File: src/rtl/xcs_pkg.sv
package xcs_pkg;

   typedef enum logic [1:0] {
      SL_IDLE  = 2'd0,
      SL_WAIT  = 2'd1,
      SL_READY = 2'd2,
      SL_BUSY  = 2'd3
   } slot_st_t;

   typedef enum logic [1:0] {
      TK_ONLY   = 2'd0,
      TK_FIRST  = 2'd1,
      TK_SECOND = 2'd2,
      TK_OTHER  = 2'd3
   } tenure_t;

endpackage

File: src/rtl/xcs_planner.sv
module xcs_planner #(
   parameter int AW        = 32,
   parameter int BLK_BYTES = 8,
   parameter int ACC_BYTES = 4,
   localparam int OFFW     = $clog2(BLK_BYTES),
   localparam int LENW     = $clog2(ACC_BYTES + 1)
) (
   input  logic [AW-1:0]   addr,
   output logic            split,
   output logic [LENW-1:0] first_len,
   output logic [LENW-1:0] sec_len,
   output logic [AW-1:0]   sec_addr
);

   localparam logic [OFFW:0]   BLK_W = (OFFW+1)'(BLK_BYTES);
   localparam logic [OFFW:0]   ACC_W = (OFFW+1)'(ACC_BYTES);
   localparam logic [LENW-1:0] ACC_L = LENW'(ACC_BYTES);

   logic [OFFW:0] room;

   assign room     = BLK_W - {1'b0, addr[OFFW-1:0]};
   assign sec_addr = {addr[AW-1:OFFW] + (AW-OFFW)'(1), {OFFW{1'b0}}};

   generate
      if (ACC_BYTES == BLK_BYTES) begin : g_never_split
         assign split     = 1'b0;
         assign first_len = ACC_L;
      end else begin : g_may_split
         assign split     = room < ACC_W;
         assign first_len = split ? room[LENW-1:0] : ACC_L;
      end
   endgenerate

   assign sec_len = ACC_L - first_len;

endmodule

File: src/rtl/xcs_half_slot.sv
module xcs_half_slot import xcs_pkg::*; #(
   parameter int AW   = 32,
   parameter int LENW = 3,
   parameter int RIDW = 4
) (
   input  logic            clk,
   input  logic            rst_n,
   input  logic            load,
   input  logic [AW-1:0]   ld_addr,
   input  logic [LENW-1:0] ld_len,
   input  logic [RIDW-1:0] ld_rid,
   input  logic            arm,
   input  logic            drop,
   input  logic            take,
   output logic            pending,
   output logic            ready,
   output logic [AW-1:0]   addr,
   output logic [LENW-1:0] len,
   output logic [RIDW-1:0] rid
);

   slot_st_t st_q;

   always_ff @(posedge clk) begin
      if (!rst_n) begin
         st_q <= SL_IDLE;
         addr <= '0;
         len  <= '0;
         rid  <= '0;
      end else if (drop) begin
         st_q <= SL_IDLE;
      end else if (load) begin
         st_q <= SL_WAIT;
         addr <= ld_addr;
         len  <= ld_len;
         rid  <= ld_rid;
      end else if (arm && st_q == SL_WAIT) begin
         st_q <= SL_READY;
      end else if (take && st_q == SL_READY) begin
         st_q <= SL_BUSY;
      end
   end

   assign pending = (st_q != SL_IDLE);
   assign ready   = (st_q == SL_READY);

endmodule

File: src/rtl/xcs_arbiter.sv
module xcs_arbiter #(
   parameter bit ALLOW_OVERTAKE = 1'b1
) (
   input  logic       idle,
   input  logic       oth_req,
   input  logic       new_req,
   input  logic [1:0] sec_rdy,
   output logic       gnt_oth,
   output logic       gnt_new,
   output logic [1:0] gnt_sec
);

   logic [1:0] sec_pick;

   assign sec_pick = sec_rdy[1] ? 2'b10 : {1'b0, sec_rdy[0]};

   generate
      if (ALLOW_OVERTAKE) begin : g_yield
         assign gnt_oth = idle && oth_req;
         assign gnt_new = idle && !oth_req && new_req;
         assign gnt_sec = (idle && !oth_req && !new_req) ? sec_pick : 2'b00;
      end else begin : g_finish_first
         logic has_sec;
         assign has_sec = |sec_rdy;
         assign gnt_sec = idle ? sec_pick : 2'b00;
         assign gnt_oth = idle && !has_sec && oth_req;
         assign gnt_new = idle && !has_sec && !oth_req && new_req;
      end
   endgenerate

endmodule

File: src/rtl/xctl_splitter.sv
module xctl_splitter import xcs_pkg::*; #(
   parameter int  AW             = 32,
   parameter int  BLK_BYTES      = 8,
   parameter int  ACC_BYTES      = 4,
   parameter int  RIDW           = 4,
   parameter bit  ALLOW_OVERTAKE = 1'b1,
   localparam int LENW           = $clog2(ACC_BYTES + 1)
) (
   input  logic            clk,
   input  logic            rst_n,
   input  logic            req_valid,
   output logic            req_ready,
   input  logic [AW-1:0]   req_addr,
   input  logic            req_write,
   input  logic [RIDW-1:0] req_rid,
   input  logic            oth_req,
   output logic            oth_gnt,
   output logic            bus_valid,
   output logic [AW-1:0]   bus_addr,
   output logic            bus_write,
   output logic            bus_burst,
   output logic [RIDW-2:0] bus_szf,
   output logic [LENW-1:0] bus_len,
   input  logic            bus_ack,
   input  logic            bus_err,
   output logic            rsp_valid,
   output logic            rsp_write,
   output logic            rsp_err
);

   // elaboration-time parameter checks
   generate
      if (ACC_BYTES > BLK_BYTES) begin : g_bad_acc
         $error("ACC_BYTES must not exceed BLK_BYTES");
      end
      if ((BLK_BYTES & (BLK_BYTES - 1)) != 0 || BLK_BYTES < 2) begin : g_bad_blk
         $error("BLK_BYTES must be a power of two of at least 2");
      end
      if (RIDW < 2) begin : g_bad_rid
         $error("RIDW must be at least 2");
      end
      if (AW <= $clog2(BLK_BYTES)) begin : g_bad_aw
         $error("AW must exceed the block offset width");
      end
   endgenerate

   logic    busy_q;
   tenure_t kind_q;
   logic    dir_q;
   logic    done;
   logic    new_req;
   logic    gnt_new;
   logic    sec_dir;
   logic [1:0] gnt_sec;

   logic            pl_split;
   logic [LENW-1:0] pl_first_len;
   logic [LENW-1:0] pl_sec_len;
   logic [AW-1:0]   pl_sec_addr;

   logic [1:0]      sl_pend, sl_rdy, sl_load, sl_arm, sl_drop;
   logic [AW-1:0]   sl_addr [2];
   logic [LENW-1:0] sl_len  [2];
   logic [RIDW-1:0] sl_rid  [2];

   xcs_planner #(
      .AW(AW), .BLK_BYTES(BLK_BYTES), .ACC_BYTES(ACC_BYTES)
   ) planner_i (
      .addr      (req_addr),
      .split     (pl_split),
      .first_len (pl_first_len),
      .sec_len   (pl_sec_len),
      .sec_addr  (pl_sec_addr)
   );

   assign done    = busy_q && bus_ack;
   assign new_req = req_valid && !sl_pend[req_write];

   // one second-half slot per direction: index 1 write, 0 read
   generate
      for (genvar d = 0; d < 2; d++) begin : g_slot
         assign sl_load[d] = gnt_new && pl_split && (req_write == 1'(d));
         assign sl_arm[d]  = done && kind_q == TK_FIRST && dir_q == 1'(d) && !bus_err;
         assign sl_drop[d] = done && dir_q == 1'(d) &&
                             ((kind_q == TK_FIRST && bus_err) || kind_q == TK_SECOND);

         xcs_half_slot #(
            .AW(AW), .LENW(LENW), .RIDW(RIDW)
         ) slot_i (
            .clk     (clk),
            .rst_n   (rst_n),
            .load    (sl_load[d]),
            .ld_addr (pl_sec_addr),
            .ld_len  (pl_sec_len),
            .ld_rid  (req_rid),
            .arm     (sl_arm[d]),
            .drop    (sl_drop[d]),
            .take    (gnt_sec[d]),
            .pending (sl_pend[d]),
            .ready   (sl_rdy[d]),
            .addr    (sl_addr[d]),
            .len     (sl_len[d]),
            .rid     (sl_rid[d])
         );
      end
   endgenerate

   xcs_arbiter #(
      .ALLOW_OVERTAKE(ALLOW_OVERTAKE)
   ) arb_i (
      .idle    (!busy_q),
      .oth_req (oth_req),
      .new_req (new_req),
      .sec_rdy (sl_rdy),
      .gnt_oth (oth_gnt),
      .gnt_new (gnt_new),
      .gnt_sec (gnt_sec)
   );

   assign req_ready = gnt_new;
   assign sec_dir   = gnt_sec[1];

   always_ff @(posedge clk) begin
      if (!rst_n) begin
         busy_q    <= 1'b0;
         kind_q    <= TK_ONLY;
         dir_q     <= 1'b0;
         bus_valid <= 1'b0;
         bus_addr  <= '0;
         bus_write <= 1'b0;
         bus_burst <= 1'b0;
         bus_szf   <= '0;
         bus_len   <= '0;
         rsp_valid <= 1'b0;
         rsp_write <= 1'b0;
         rsp_err   <= 1'b0;
      end else begin
         rsp_valid <= 1'b0;
         if (done) begin
            busy_q    <= 1'b0;
            bus_valid <= 1'b0;
            if (kind_q == TK_ONLY || kind_q == TK_SECOND ||
                (kind_q == TK_FIRST && bus_err)) begin
               rsp_valid <= 1'b1;
               rsp_write <= dir_q;
               rsp_err   <= bus_err;
            end
         end else if (!busy_q) begin
            if (oth_gnt) begin
               busy_q <= 1'b1;
               kind_q <= TK_OTHER;
            end else if (gnt_new) begin
               busy_q    <= 1'b1;
               kind_q    <= pl_split ? TK_FIRST : TK_ONLY;
               dir_q     <= req_write;
               bus_valid <= 1'b1;
               bus_addr  <= req_addr;
               bus_len   <= pl_first_len;
               bus_write <= req_write;
               bus_burst <= req_rid[RIDW-1];
               bus_szf   <= req_rid[RIDW-2:0];
            end else if (|gnt_sec) begin
               busy_q    <= 1'b1;
               kind_q    <= TK_SECOND;
               dir_q     <= sec_dir;
               bus_valid <= 1'b1;
               bus_addr  <= sl_addr[sec_dir];
               bus_len   <= sl_len[sec_dir];
               bus_write <= sec_dir;
               bus_burst <= sl_rid[sec_dir][RIDW-1];
               bus_szf   <= sl_rid[sec_dir][RIDW-2:0];
            end
         end
      end
   end

endmodule

File: config.mk
export PLATFORM = sky130hd
export DESIGN_NAME = xctl_splitter
export DESIGN_NICKNAME = d
export VERILOG_FILES = /design/src/rtl/xcs_pkg.sv /design/src/rtl/xcs_planner.sv /design/src/rtl/xcs_half_slot.sv /design/src/rtl/xcs_arbiter.sv /design/src/rtl/xctl_splitter.sv
export SDC_FILE = /design/constraint.sdc
export NUM_CORES = 1
export LEC_CHECK = 0
export BUFFER_PORTS_ARGS = -buffer_cell sky130_fd_sc_hd__clkbuf_2
export CAP_MARGIN = 20
export CORE_UTILIZATION = 25
export CTS_BUF_LIST = sky130_fd_sc_hd__clkbuf_4 sky130_fd_sc_hd__clkbuf_8
export DETAILED_ROUTE_END_ITERATION = 8
export PLACE_DENSITY_LB_ADDON = 0.25
export SETUP_SLACK_MARGIN = 0.5
export SLEW_MARGIN = 20
export SYNTH_ARGS = -nofsm -noshare
export SYNTH_HDL_FRONTEND = slang
export SYNTH_SLANG_ARGS = --single-unit
File: constraint.sdc
create_clock -name clk -period 5.4 [get_ports clk]
set_clock_uncertainty 0.2 [all_clocks]
set_input_delay 0.27 -clock clk [delete_from_list [all_inputs] [get_ports clk]]
set_output_delay 0.27 -clock clk [all_outputs]
set_load 0.01 [all_outputs]
Yosys cells after proc, flatten, opt, wreduce, memory -nomap -nowiden
Cells that the tools add are included.

storage, ports and cells
  bits in registers = 123
  latch bits = 0
  memory bits (writable) = 0
  bits in read-only memories = 0
  input port bits = 43
  logic and storage cells = 136
  memories = 0

operators by class
  add/subtract/negate cells = 3
  $mul = 0
  div/mod/pow operators = 0
  order comparisons = 3
  equal/unequal tests = 6
  shift-type cells = 0
  mux-type cells = 41
  bitwise logic cells = 9
  reductions and logical operators = 53

operators by type and width
  operator                 count
  $mux W32                 5
  $add A29 B1 Y29 const B  1
  $mux W3                  8
  $logic_and A1 B1 Y1      23
  $mux W2                  9
  $mux W1                  16
  $mux W4                  3
  $reduce_bool A2 Y1       5
  $reduce_bool A3 Y1       3
  $not A1 Y1               8
  $reduce_and A2 Y1        4
  $reduce_or A2 Y1         4
  $eq A2 B1 Y1 const B     3
  $eq A2 B2 Y1 const B     3
  $reduce_and A3 Y1        2
  $reduce_or A3 Y1         2
  $logic_not A1 Y1         5
  $lt A4 B3 Y1 const B     1
  $reduce_and A4 Y1        1
  $sub A4 B3 Y4 const A    1
  $logic_or A1 B1 Y1       3
  $sub A3 B3 Y3 const A    1
  $ge A2 B2 Y1 const B     1
  $logic_not A2 Y1         1
  2 further kinds          2

Logic depth before layout (Yosys ltp)
  word-level depth = 14
  gate-level depth with buffers = 9

Hierarchy
A second synthesis with hierarchy kept.

unflattened totals
  cell total of the unflattened synthesis = 724
  area total of the unflattened synthesis = 6374.9 sq um

by module, submodules not included
  module         instances  cells an instance  area an instance (sq um)
  xcs_half_slot  2          181                1600.3
  xctl_splitter  1          266                2479.9
  xcs_planner    1          90                 629.4
  xcs_arbiter    1          6                  65.1

Worst setup path before layout
OpenSTA, ideal clock, no wires.

  kind = input port to flip-flop
  start = input port req_write
  end = register g_slot[1].slot_i.addr[17]
  library setup time = 0.116 ns
  arrival = 1.731 ns
  data required time = 5.084 ns
  setup slack = 3.354 ns
  stages on the path = 8
  path buffers = 3
  path through = buf_2 -> or4b_4 -> a21oi_2 -> buf_2 -> nand3_1 -> buf_2 -> nor2_1 -> nor2_1

between the ends
  word-level cells in the longest chain between the ends = 8

ends and longest elaborated chain
  element                                     line                 RTL
  start, declared                             xctl_splitter.sv:14  input logic req_write,
  $mux W1 (implied by the code) (2 in a row)  xctl_splitter.sv:77  assign new_req = req_valid && !sl_pend[req_write];
  $logic_not A1 Y1                            xctl_splitter.sv:77
  $logic_and A1 B1 Y1                         xctl_splitter.sv:77
  $logic_and A1 B1 Y1                         xcs_arbiter.sv:20    assign gnt_new = idle && !oth_req && new_req;
  net req_ready                               xctl_splitter.sv:12  output logic req_ready,
  $logic_and A1 B1 Y1 (2 in a row)            xctl_splitter.sv:82  assign sl_load[d] = gnt_new && pl_split && (req_write == 1'(d));
  $reduce_and A2 Y1 (no line)                 -
  end signal, assigned                        xcs_half_slot.sv:34  addr <= ld_addr;
  end, declared                               xcs_half_slot.sv:17  output logic [AW-1:0] addr,

The timed path passes the listed nets, and every way through them passes these cells. The select of a mux whose other input is x is not followed.
A chain may end at the register's enable or synchronous reset.

Worst setup path after layout
  start = register g_slot[0].slot_i.st_q[0]
  end = register g_slot[0].slot_i.addr[11]

between the ends
  word-level cells in the longest chain between the ends = 9

ends and longest elaborated chain
  element                                     line                 RTL
  start, declared                             xcs_half_slot.sv:22  slot_st_t st_q;
  start signal, assigned                      xcs_half_slot.sv:26  st_q <= SL_IDLE;
  start signal, assigned                      xcs_half_slot.sv:31  st_q <= SL_IDLE;
  start signal, assigned                      xcs_half_slot.sv:33  st_q <= SL_WAIT;
  $reduce_bool A2 Y1                          xcs_half_slot.sv:44  assign pending = (st_q != SL_IDLE);
  $mux W1 (implied by the code) (2 in a row)  xctl_splitter.sv:77
  $logic_not A1 Y1                            xctl_splitter.sv:77
  $logic_and A1 B1 Y1                         xctl_splitter.sv:77
  $logic_and A1 B1 Y1                         xcs_arbiter.sv:20
  $logic_and A1 B1 Y1 (2 in a row)            xctl_splitter.sv:82
  $reduce_and A2 Y1 (no line)                 -
  end signal, assigned                        xcs_half_slot.sv:34
  end, declared                               xcs_half_slot.sv:17

Every way passes these cells. The select of a mux whose other input is x is not followed.

==> summary.txt <==
Worst R2R Start -> g_slot[0].slot_i.st_q[0]
setup bufs post-CTS -> 0
global-route wire length before repair -> 26.94 mm
Worst-path clk slew -> 80 ps
initial antenna violation count -> 0
Min-Delay Path Class -> in -> reg
root buf cell -> clkbuf_8
drt wl/cell -> 16.15 µm
Max VDD drop -> 0.1273 mV
Pwr Density -> 302.6 mW/mm²
area of the mapped netlist -> 0.005517 mm²
crit path DAT -> 3300 ps
RSZ-0062 raised after global routing -> false
Vias/cell -> 4.869
Post-synth ARST share -> 0%
Placed Cells -> 975
switching pwr -> 538.2 µW
WP data required -> 5560 ps
crit path launch type -> flop
Yosys reg bits -> 123
CTS-repair resized insts -> 0
predominant post-synthesis flop cell -> dfxtp_1
number of synthesized flops with an enable pin -> 0
WHS Path Cells -> 3
gr busiest metal -> met2
Setup TNS -> 0 ps
clock sinks -> 123
worst-path fanout max -> 32
Detailed Route Iter0 Violations -> 229
fin nets -> 782
Leak -> 0.002455 µW
drt first pass iters -> 4
met2 Usage GRT -> 24.72%
count of final hold-check violations -> 0
Non-Filler Instances -> 1,024
Post-Synthesis Cells -> 658
Slew headroom -> 30.73%
min cycle time layout -> 3139 ps
Overflow after GRT -> 0
M3 GR Usage -> 3.152%
Power, Total -> 2017 µW
max cap viols -> 0
row count -> 53
I/O pins -> 89
syn nets -> 704
hold wc startpoint -> req_addr[23]
routed vias -> 4,986
outcome -> finished clean
Clock Path Buffers -> 2
DRC viols -> 0
layout cells sized above 1 -> 20.43%
Synth warnings -> 0
P_int -> 1479 µW
Tot GR Track Use -> 15.55%
area grow syn2layout -> 20.82%
routability cong. -> 0.7289
# H-tree levels -> 4
Worst setup EP type -> flop
Die W -> 150.5 µm
drt total wl -> 16.54 mm
DP HPWL -> 10.52 mm
FF-to-FF End -> g_slot[0].slot_i.addr[11]
CTS tree -> built
Fillers -> 2,346
CP Class -> reg -> reg
DIE HEIGHT -> 150.5 µm
Max Slew Vio Count -> 0
Switching Share -> 26.69%
Hold Path Sink -> g_slot[1].slot_i.addr[23]
part of the power in registers -> 46.9%
largest net degree at the start of global routing -> 52
antenna-violating nets left -> 0
Seq/Total Area, Yosys -> 44.64%
Hold-fix buffers, CTS -> 17
final setup vio count -> 0
met1 global-route usage -> 21.04%
Diodes inserted -> 0
Least-Margin Pin Slew -> 1039 ps
combinational share of power -> 10.1%
Fmax -> 318.5 MHz
Reg2Reg Depth -> 6
final worst-path cycle share -> 58.13%
Skew-Pair Late Insertion Delay -> 450 ps
post-synth cell types -> 52
# port buffers -> 88
number of global-route vias before repair -> 4,978
Initial Utilization -> 25.83%
core footprint -> 0.02135 mm²
reg2reg setup slack -> 2260 ps
CTS Buf Count -> 17
clock network fraction of total power -> 43.0%
die area -> 0.02266 mm²
Syn Area/Cell -> 8.384 µm²
[area by class of cell]
type | instances | area, µm² | share of cell area (%)
timing repair buffer | 109 | 640.6 | 9.611
multi-input combinational | 441 | 2643 | 39.65
tap | 275 | 344.1 | 5.162
clock buffer | 20 | 262.8 | 3.942
clock inverter | 12 | 147.6 | 2.215
inverter | 44 | 165.2 | 2.478
sequential | 123 | 2462 | 36.94
[sequential cells by signal, indices dropped and copies added, names as in the netlist]
name and cells:
g_slot.slot_i.st_q 4, bus_len 3, g_slot.slot_i.rid 8, bus_szf 3, dir_q 1, busy_q 1
bus_addr 32, bus_burst 1, kind_q 2, bus_valid 1, g_slot.slot_i.len 6, rsp_err 1
g_slot.slot_i.addr 58, rsp_valid 1, rsp_write 1
[worst max-delay path: stages, from the launching register on]
cell      delay [ps]
dfxtp_1          360
or4b_4           590
a21oi_2          490
and3b_2          650
buf_4            450
nor2_1            90
a211oi_2         200
[worst max path at each step]
stage	cells after the start	from	endpoint	slack, ps
global route	6	g_slot[0].slot_i.st_q[0]	g_slot[0].slot_i.addr[12]	1980
CTS	6	g_slot[0].slot_i.st_q[0]	g_slot[0].slot_i.addr[11]	2200
finish	6	g_slot[0].slot_i.st_q[0]	g_slot[0].slot_i.addr[11]	2260
floorplan	8	req_write	g_slot[1].slot_i.addr[17]	3350
global placement	7	req_write	g_slot[0].slot_i.addr[3]	2260
detailed placement	7	req_write	g_slot[0].slot_i.addr[11]	2170
[synth_stat cells, types with 14 or more instances]
| master | instances | area [µm²] |
|---|---|---|
| dfxtp_1 | 123 | 2462 |
| nor2_1 | 89 | 334.1 |
| a21oi_1 | 53 | 265.3 |
| nand2_1 | 47 | 176.4 |
| inv_1 | 43 | 161.4 |
| o22ai_1 | 34 | 212.7 |
| o32ai_1 | 34 | 297.8 |
| o21ai_0 | 29 | 145.1 |
| clkbuf_1 | 20 | 75.07 |
| xnor2_1 | 17 | 148.9 |
| a211oi_2 | 16 | 200.2 |
| buf_2 | 16 | 80.08 |
| nand3_1 | 14 | 70.07 |
[per-layer routing]
metal	routed length, µm	vias to the layer above	part of all wire (%)
met5	0	-	0
met3	746	16	4.5
met2	7393	118	45
met1	8202	2345	50
met4	197	0	1.2
li1	-	2507	-
[power groups by stage]
stage	registers [µW]	logic, µW	clock network (µW)
floorplan	967	120	0
global placement	967	195	0
detailed placement	967	195	0
CTS	946	206	888
global route	950	228	922
finish	946	204	866
[cell families after synthesis]
family / synth area share (%)
AND/OR/NAND/NOR: 17.51
AO/OA/AOI/OAI: 24.61
flip-flops: 44.64
buffers and inverters: 7.507
XOR/XNOR: 4.128
multiplexers: 0.9299
adder cells (fa/ha/maj): 0.6805
[per-stage QoR]
stage / area, µm² / utilization, % / setup WS [ps] / hold WS, ps
floorplan: 5517 / - / 3354 / 165.6
global placement: 6085 / 28.50 / 2260 / 241.9
finish: 6665 / 31.21 / 2261 / 26.27
CTS: 6665 / 31.21 / 2198 / 6.324
detailed placement: 6085 / 28.50 / 2172 / 245.6
global route: 6665 / 31.21 / 1979 / 31.07
[cell usage in the layout, fill, tap and decap left out, types with 18 or more instances in the layout]
master    count
inv_1        43
a21oi_1      53
clkbuf_8     18
nor2_1       89
clkbuf_2     88
dfxtp_1     123
o22ai_1      34
nand2_1      47
o32ai_1      34
o21ai_0      29
(Power assumes the default switching activity.)
